==> config.mk <==
export PLATFORM = sky130hd
export DESIGN_NAME = oq_central_switch
export DESIGN_NICKNAME = d
export VERILOG_FILES = /design/src/rtl/oqs_pkg.sv /design/src/rtl/oqs_admit.sv /design/src/rtl/oqs_queue.sv /design/src/rtl/oq_central_switch.sv
export SDC_FILE = /design/constraint.sdc
export NUM_CORES = 1
export LEC_CHECK = 0
export CELL_PAD_IN_SITES_DETAIL_PLACEMENT = 1
export CELL_PAD_IN_SITES_GLOBAL_PLACEMENT = 2
export CORE_UTILIZATION = 45
export CTS_CLUSTER_DIAMETER = 30
export CTS_CLUSTER_SIZE = 12
export DETAILED_ROUTE_END_ITERATION = 7
export DONT_BUFFER_PORTS = 1
export PLACE_DENSITY = 0.87
export REMOVE_ABC_BUFFERS = 1
export SYNTH_ARGS = -nofsm -noshare
export SYNTH_HDL_FRONTEND = slang
export SYNTH_SLANG_ARGS = --single-unit
==> constraint.sdc <==
create_clock -name clk -period 14.16 [get_ports clk]
set_clock_uncertainty 0.1 [all_clocks]
set_input_delay 2.124 -clock clk [delete_from_list [all_inputs] [get_ports clk]]
set_output_delay 2.124 -clock clk [all_outputs]
set_load 0.1 [all_outputs]
==> src/rtl/oqs_pkg.sv <==
package oqs_pkg;

    localparam int DEF_NPORT  = 4;
    localparam int DEF_CELL_W = 16;
    localparam int DEF_DEPTH  = 4;
    localparam int DEF_CNT_W  = 16;

    // circular index advance for a ring of arbitrary depth
    function automatic int unsigned ring_step(input int unsigned base,
                                              input int unsigned off,
                                              input int unsigned depth);
        return (base + off) % depth;
    endfunction

    // width able to hold values 0..n
    function automatic int unsigned span_w(input int unsigned n);
        return (n < 2) ? 1 : $clog2(n + 1);
    endfunction

endpackage

==> src/rtl/oqs_admit.sv <==
module oqs_admit #(
    parameter int NPORT  = 4,
    parameter int OCC_W  = 3,
    parameter int DROP_W = 3
) (
    input  logic [NPORT-1:0]            req,
    input  logic [OCC_W-1:0]            room,
    output logic [NPORT-1:0]            take,
    output logic [NPORT-1:0][OCC_W-1:0] slot,
    output logic [OCC_W-1:0]            n_take,
    output logic [DROP_W-1:0]           n_lost
);
    // ascending input order: lower inputs claim free slots first
    always_comb begin
        logic [OCC_W-1:0]  used;
        logic [DROP_W-1:0] lost;
        used = '0;
        lost = '0;
        take = '0;
        slot = '0;
        for (int i = 0; i < NPORT; i++) begin
            if (req[i]) begin
                if (used < room) begin
                    take[i] = 1'b1;
                    slot[i] = used;
                    used    = used + 1'b1;
                end else begin
                    lost = lost + 1'b1;
                end
            end
        end
        n_take = used;
        n_lost = lost;
    end
endmodule

==> src/rtl/oqs_queue.sv <==
module oqs_queue
    import oqs_pkg::*;
#(
    parameter int NPORT  = 4,
    parameter int CELL_W = 16,
    parameter int DEPTH  = 4,
    parameter int CNT_W  = 16,
    parameter int OCC_W  = 3,
    parameter int PTR_W  = 2
) (
    input  logic                         clk,
    input  logic                         rst,
    input  logic [NPORT-1:0]             req,
    input  logic [NPORT-1:0][CELL_W-1:0] cells,
    output logic                         q_vld,
    output logic [CELL_W-1:0]            q_cell,
    output logic [OCC_W-1:0]             q_occ,
    output logic [CNT_W-1:0]             q_drops
);
    localparam int DROP_W = span_w(NPORT);

    logic [CELL_W-1:0]            mem [DEPTH];
    logic [PTR_W-1:0]             wr_ptr, rd_ptr;
    logic [OCC_W-1:0]             occ;
    logic                         pop;
    logic [OCC_W-1:0]             room;
    logic [NPORT-1:0]             take;
    logic [NPORT-1:0][OCC_W-1:0]  slot;
    logic [OCC_W-1:0]             n_take;
    logic [DROP_W-1:0]            n_lost;

    // the link always takes the head cell, so a non-empty FIFO drains
    assign pop  = (occ != '0);
    // the slot freed by this cycle's removal is usable now
    assign room = OCC_W'(DEPTH) - occ + OCC_W'(pop);

    oqs_admit #(
        .NPORT (NPORT),
        .OCC_W (OCC_W),
        .DROP_W(DROP_W)
    ) u_admit (
        .req   (req),
        .room  (room),
        .take  (take),
        .slot  (slot),
        .n_take(n_take),
        .n_lost(n_lost)
    );

    always_ff @(posedge clk) begin
        for (int i = 0; i < NPORT; i++) begin
            if (take[i]) begin
                mem[PTR_W'(ring_step(32'(wr_ptr), 32'(slot[i]), DEPTH))] <= cells[i];
            end
        end
    end

    always_ff @(posedge clk) begin
        if (rst) begin
            wr_ptr  <= '0;
            rd_ptr  <= '0;
            occ     <= '0;
            q_drops <= '0;
        end else begin
            wr_ptr  <= PTR_W'(ring_step(32'(wr_ptr), 32'(n_take), DEPTH));
            if (pop) begin
                rd_ptr <= PTR_W'(ring_step(32'(rd_ptr), 1, DEPTH));
            end
            occ     <= occ - OCC_W'(pop) + n_take;
            q_drops <= q_drops + CNT_W'(n_lost);
        end
    end

    assign q_vld  = pop;
    assign q_cell = mem[rd_ptr];
    assign q_occ  = occ;

    // admission must be a prefix of the requesters in ascending order
    logic order_bad;
    always_comb begin
        logic seen_rej;
        seen_rej  = 1'b0;
        order_bad = 1'b0;
        for (int i = 0; i < NPORT; i++) begin
            if (take[i] && (!req[i] || seen_rej)) order_bad = 1'b1;
            if (req[i] && !take[i]) seen_rej = 1'b1;
        end
    end

    p_occ_bound_r7: assert property (@(posedge clk) disable iff (rst)
        occ <= OCC_W'(DEPTH));

    p_lower_first_r4: assert property (@(posedge clk) disable iff (rst)
        !order_bad);

    p_drop_when_full_r4: assert property (@(posedge clk) disable iff (rst)
        (n_take != room) |-> (n_lost == '0));

    p_drop_hold_r5: assert property (@(posedge clk) disable iff (rst)
        (n_lost == '0) |=> $stable(q_drops));

    p_drain_r3: assert property (@(posedge clk) disable iff (rst)
        (occ != '0 && n_take == '0) |=> (occ == $past(occ) - 1'b1));

    p_full_accepts_r6: assert property (@(posedge clk) disable iff (rst)
        (occ == OCC_W'(DEPTH) && req != '0) |-> (n_take != '0));

    p_reset_empty_r8: assert property (@(posedge clk) disable iff (rst)
        $past(rst) |-> (occ == '0 && !q_vld && q_drops == '0));

endmodule

==> src/rtl/oq_central_switch.sv <==
module oq_central_switch
    import oqs_pkg::*;
#(
    parameter int NPORT  = DEF_NPORT,
    parameter int CELL_W = DEF_CELL_W,
    parameter int DEPTH  = DEF_DEPTH,
    parameter int CNT_W  = DEF_CNT_W,
    parameter int DST_W  = (NPORT > 1) ? $clog2(NPORT) : 1,
    parameter int OCC_W  = span_w(DEPTH)
) (
    input  logic                     clk,
    input  logic                     rst,
    input  logic [NPORT-1:0]         in_vld,
    input  logic [NPORT*CELL_W-1:0]  in_cell,
    input  logic [NPORT*DST_W-1:0]   in_dst,
    output logic [NPORT-1:0]         out_vld,
    output logic [NPORT*CELL_W-1:0]  out_cell,
    output logic [NPORT*OCC_W-1:0]   out_occ,
    output logic [NPORT*CNT_W-1:0]   out_drops
);
    localparam int PTR_W = (DEPTH > 1) ? $clog2(DEPTH) : 1;

    logic [NPORT-1:0][CELL_W-1:0] cells;
    logic [NPORT-1:0][NPORT-1:0]  req;

    generate
        for (genvar i = 0; i < NPORT; i++) begin : g_in
            assign cells[i] = in_cell[i*CELL_W +: CELL_W];
        end

        for (genvar j = 0; j < NPORT; j++) begin : g_out
            // self-routing: destination field alone selects the queue
            for (genvar i = 0; i < NPORT; i++) begin : g_req
                assign req[j][i] = in_vld[i] && (in_dst[i*DST_W +: DST_W] == DST_W'(j));
            end

            oqs_queue #(
                .NPORT (NPORT),
                .CELL_W(CELL_W),
                .DEPTH (DEPTH),
                .CNT_W (CNT_W),
                .OCC_W (OCC_W),
                .PTR_W (PTR_W)
            ) u_q (
                .clk    (clk),
                .rst    (rst),
                .req    (req[j]),
                .cells  (cells),
                .q_vld  (out_vld[j]),
                .q_cell (out_cell[j*CELL_W +: CELL_W]),
                .q_occ  (out_occ[j*OCC_W +: OCC_W]),
                .q_drops(out_drops[j*CNT_W +: CNT_W])
            );
        end
    endgenerate

    // a cell on one input lands in at most one queue
    for (genvar i = 0; i < NPORT; i++) begin : g_chk
        logic [NPORT-1:0] hit;
        for (genvar j = 0; j < NPORT; j++) begin : g_col
            assign hit[j] = req[j][i];
        end
        p_one_queue_r1: assert property (@(posedge clk) disable iff (rst)
            $onehot0(hit));
    end

endmodule

==> implementation parameters <==
Parameter                              Value

Placement
  RePlAce Congestion ... just over 0.9
  Count of input and output buffers ... 0
  HPWL after detailed placement ... ~56 mm

CTS
  CTS tree ... yes
  # H-tree levels ... 3
  TritonCTS buffer count ... 97
  Cts-stage hold buffer count ... 0
  Maximum count of clock buffers along a single path ... 3
  Clock latency at the later pin of the worst-skew pair ... 630 ps
  Total setup buffers inserted after CTS ... 0
  Clock sink total ... 356
  Register clock-pin slew on the reported worst setup and hold paths ... roughly 50 ps
  Buffer cell driving the clock tree root ... sky130_fd_sc_hd__clkbuf_16
  Post-CTS resize count ... 0

Timing
  Least-Margin Pin Slew ... approximately 1300 ps
  RSZ-0062 raised after global routing ... no
  Portion of the clock cycle consumed by the worst path in the final layout ... 61.3%
  Min Tclk post-route ... 8680 ps
  Maximum clock rate ... 0.115 GHz
  Pins Over Slew Limit ... 0
  Final-report hold violation count ... 0
  Setup violation total in the final timing report ... 0
  Total negative slack ... 0 ps
  Tightest slew margin relative to the limit ... 14.9%

Logic synthesis
  FFs w/ async S/R, synth ... 0%
  Flip-flop and latch count after synthesis ... 356
  Most used flip-flop cell after synthesis ... sky130_fd_sc_hd__edfxtp_1
  Cell type contributing the most total cell area after synthesis ... sky130_fd_sc_hd__edfxtp_1
  Post-synthesis instance area ... 0.0250 mm2
  Fraction of synthesized cell area taken by the top area cell type ... a little under a third
  Post-synthesis average cell area ... 10.3 um2
  Number of flops mapped to enable cells by yosys ... between 200 and 300
  Warning count from the yosys run ... 0
  Unique masters post-synth ... between 60 and 70
  Sequential area share after synthesis ... 38.7%
  Cell count after synthesis ... 2419
  Cell types occupying the most area after synthesis ... sky130_fd_sc_hd__edfxtp_1, sky130_fd_sc_hd__mux2_2, sky130_fd_sc_hd__mux2i_1

Cells and area
  Area of the multi-input gates ... between 0.01 and 0.015 mm2
  Diodes inserted ... 0
  Proportion of layout cells with a drive suffix above 1 ... around 22%
  Final Net Count ... 2506
  Filler cell count in the final layout ... 5803
  Sequential cell area ... a little under 0.01 mm2
  Layout overhead on the synthesized area ... 14.6%

Worst setup path
  Worst endpoint data arrival time ... ~9000 ps
  Data required time at the worst endpoint ... roughly 14000 ps
  Largest fanout on the critical path ... 17
  Worst reg2reg path endpoint ... g_out[3].u_q.mem[0][7]
  Classification of the worst setup path ... flop to flop
  Timing endpoint of the critical path ... g_out[3].u_q.mem[0][7]
  Register-to-Register Setup Slack ... 5480 ps
  Nature of the critical path endpoint ... flop
  Worst flop-to-flop path startpoint ... g_out[3].u_q.q_occ[0]
  Worst r2r path cells ... 25
  Startpoint types ... flop
  Launch point of the worst path ... g_out[3].u_q.q_occ[0]

Global routing
  Total global routing track utilization ... around 32%
  Global route overflow ... 0
  Vias in the first global route ... about 21k
  Global-route wire length before repair ... 134 mm
  Largest net degree at the start of global routing ... 97
  Initial antenna violation count ... 2

Power
  Reported leakage power ... 11.1 nW
  Total power of the final layout ... 0.00654 W
  Power density over the cells ... between 200 and 250 mW/mm2
  Worst ir drop on vdd ... 0.162 mV

Detailed routing
  Per-cell via count in the routed design ... 6.28
  Antenna viol nets, final ... 0
  Number of design-rule violations left by the first detailed-router iteration ... 1577
  Total DRC errors in the routed layout ... 0
  Wire length after detailed routing ... 91.5 mm
  Router iterations before antenna repair ... 7
  Wirelength per Cell ... 28.9 um
  Detailed-route via count ... 19.8k

Floorplanning
  Number of ports placed on the die boundary ... around 220
  Floorplan Core Area ... 0.0550 mm2
  Initial cell density of the core ... 45.5%
  Die X ... roughly 240 um
  Area enclosed by the die boundary ... 0.0565 mm2
  FP Rows ... 86
  DIE HEIGHT ... between 200 and 250 um

Flow run
  Max_cap viols ... 0

Run status
  Result of the run ... complete, no violations

Min path
  Worst min path class ... flop to flop
==> Yosys cell counts (7+ instances only) <==
| master | n |
|---|---|
| sky130_fd_sc_hd__nand4_1 | 12 |
| sky130_fd_sc_hd__buf_1 | 28 |
| sky130_fd_sc_hd__nor3_1 | 13 |
| sky130_fd_sc_hd__and3_1 | 22 |
| sky130_fd_sc_hd__buf_2 | 14 |
| sky130_fd_sc_hd__or3_1 | 13 |
| sky130_fd_sc_hd__nand3_1 | 35 |
| sky130_fd_sc_hd__and4_1 | 7 |
| sky130_fd_sc_hd__mux4_2 | 64 |
| sky130_fd_sc_hd__nand3b_1 | 15 |
| sky130_fd_sc_hd__o21ai_0 | 83 |
| sky130_fd_sc_hd__ha_1 | 86 |
| sky130_fd_sc_hd__edfxtp_1 | 256 |
| sky130_fd_sc_hd__nor2b_1 | 30 |
| sky130_fd_sc_hd__xor2_1 | 63 |
| sky130_fd_sc_hd__dfxtp_1 | 100 |
| sky130_fd_sc_hd__and2_1 | 17 |
| sky130_fd_sc_hd__fa_1 | 8 |
| sky130_fd_sc_hd__clkbuf_1 | 174 |
| sky130_fd_sc_hd__nand2_1 | 131 |
| sky130_fd_sc_hd__xnor2_1 | 56 |
| sky130_fd_sc_hd__mux2_1 | 10 |
| sky130_fd_sc_hd__inv_1 | 40 |
| sky130_fd_sc_hd__mux2_2 | 245 |
| sky130_fd_sc_hd__a21oi_1 | 227 |
| sky130_fd_sc_hd__mux2i_1 | 263 |
| sky130_fd_sc_hd__buf_4 | 11 |
| sky130_fd_sc_hd__nor2_1 | 307 |
| sky130_fd_sc_hd__a21o_1 | 7 |
==> state kept, by name, indices dropped and copies added, names as in the netlist, named ones only <==
| name | flops |
|---|---|
| g_out.u_q.rd_ptr | 8 |
| g_out.u_q.q_drops | 64 |
| g_out.u_q.mem | 256 |
| g_out.u_q.wr_ptr | 8 |
| g_out.u_q.q_occ | 12 |
==> layout by cell type, fill, tap and decap left out, drive strengths merged, types with 42 or more instances in the layout <==
| cell type | count |
|---|---|
| a21oi | 227 |
| buf | 43 |
| clkbuf | 130 |
| dfxtp | 100 |
| edfxtp | 256 |
| ha | 86 |
| inv | 42 |
| mux2 | 255 |
| mux2i | 265 |
| mux4 | 64 |
| nand2 | 131 |
| nor2 | 307 |
| o21ai | 83 |
| xnor2 | 57 |
| xor2 | 63 |
==> worst min path at each step <==
stage                      startpoint                      to  slack (ps)  depth (start not counted)
6_report       g_out[3].u_q.rd_ptr[1]                    flop         450                          2
5_1_grt        g_out[2].u_q.rd_ptr[1]  g_out[2].u_q.rd_ptr[1]         480                          2
4_1_cts        g_out[3].u_q.rd_ptr[1]  g_out[3].u_q.rd_ptr[1]         440                          2
3_5_place_dp   g_out[3].u_q.rd_ptr[1]  g_out[3].u_q.rd_ptr[1]         420                          2
3_3_place_gp   g_out[0].u_q.rd_ptr[1]                    flop         400                          2
2_1_floorplan  g_out[3].u_q.rd_ptr[1]                    flop         380                          2
==> power by group <==
part	internal, W	total, W	leakage, nW	switching [W]
Combinational	0.000720	0.00267	6.40	0.00195
Sequential	0.00140	0.00168	3.15	0.000278
Clock	0.00151	0.00219	1.59	0.000675
==> cell type report <==
type	count	area share [%]
Multi-Input combinational cell	1796	49.9
Clock inverter	50	2.02
Inverter	40	0.524
Clock buffer	130	9.37
Timing Repair Buffer	43	1.13
Sequential cell	356	33.8
Tap cell	748	3.26
==> through the flow <==
step	util, %	hold slack [ps]	instances	instance area [um2]	setup slack, ps
2_1_floorplan	-	385	2192	24100	5980
3_3_place_gp	46.2	400	2983	25400	5580
3_5_place_dp	46.2	420	2983	25400	5210
4_1_cts	52.1	442	3163	28700	5630
5_1_grt	52.1	476	3163	28700	5100
6_report	52.1	446	3163	28700	5480
==> critical path, stage by stage, from the launching register on <==
cell	delay, ps
sky130_fd_sc_hd__dfxtp_1	1090
sky130_fd_sc_hd__or3_1	220
sky130_fd_sc_hd__buf_4	350
sky130_fd_sc_hd__inv_1	80
sky130_fd_sc_hd__ha_1	190
sky130_fd_sc_hd__inv_1	50
sky130_fd_sc_hd__ha_1	140
sky130_fd_sc_hd__xor2_1	280
sky130_fd_sc_hd__inv_1	140
sky130_fd_sc_hd__a211oi_2	690
sky130_fd_sc_hd__ha_1	370
sky130_fd_sc_hd__nor2_1	70
sky130_fd_sc_hd__o21ai_0	300
sky130_fd_sc_hd__o41ai_4	210
sky130_fd_sc_hd__mux2_2	370
sky130_fd_sc_hd__ha_1	290
sky130_fd_sc_hd__o21a_1	120
sky130_fd_sc_hd__nor2_1	60
sky130_fd_sc_hd__or2_2	310
sky130_fd_sc_hd__ha_1	180
sky130_fd_sc_hd__and2_1	140
sky130_fd_sc_hd__ha_1	190
sky130_fd_sc_hd__xor2_1	150
sky130_fd_sc_hd__xnor2_1	470
sky130_fd_sc_hd__nand3b_1	800
sky130_fd_sc_hd__nand2_1	940
==> metal layers <==
metal | vias up | track usage (%) | share of wire, %
li1 | 8612 | - | -
met1 | 10100 | 39.5 | 39
met2 | 935 | 52.5 | 47
met3 | 217 | 8.62 | 9.8
met4 | 0 | 14.7 | 4.3
met5 | - | 0 | 0
==> kinds of logic after synthesis <==
family | Yosys count | synth area share, %
simple gates | 643 | 12.0
mux | 584 | 27.9
flops | 356 | 38.7
compound gates | 355 | 7.93
buf+inv | 267 | 4.24
xor+xnor | 120 | 4.23
fa+ha+maj | 94 | 4.94
Power figures use the tool's default switching activity.
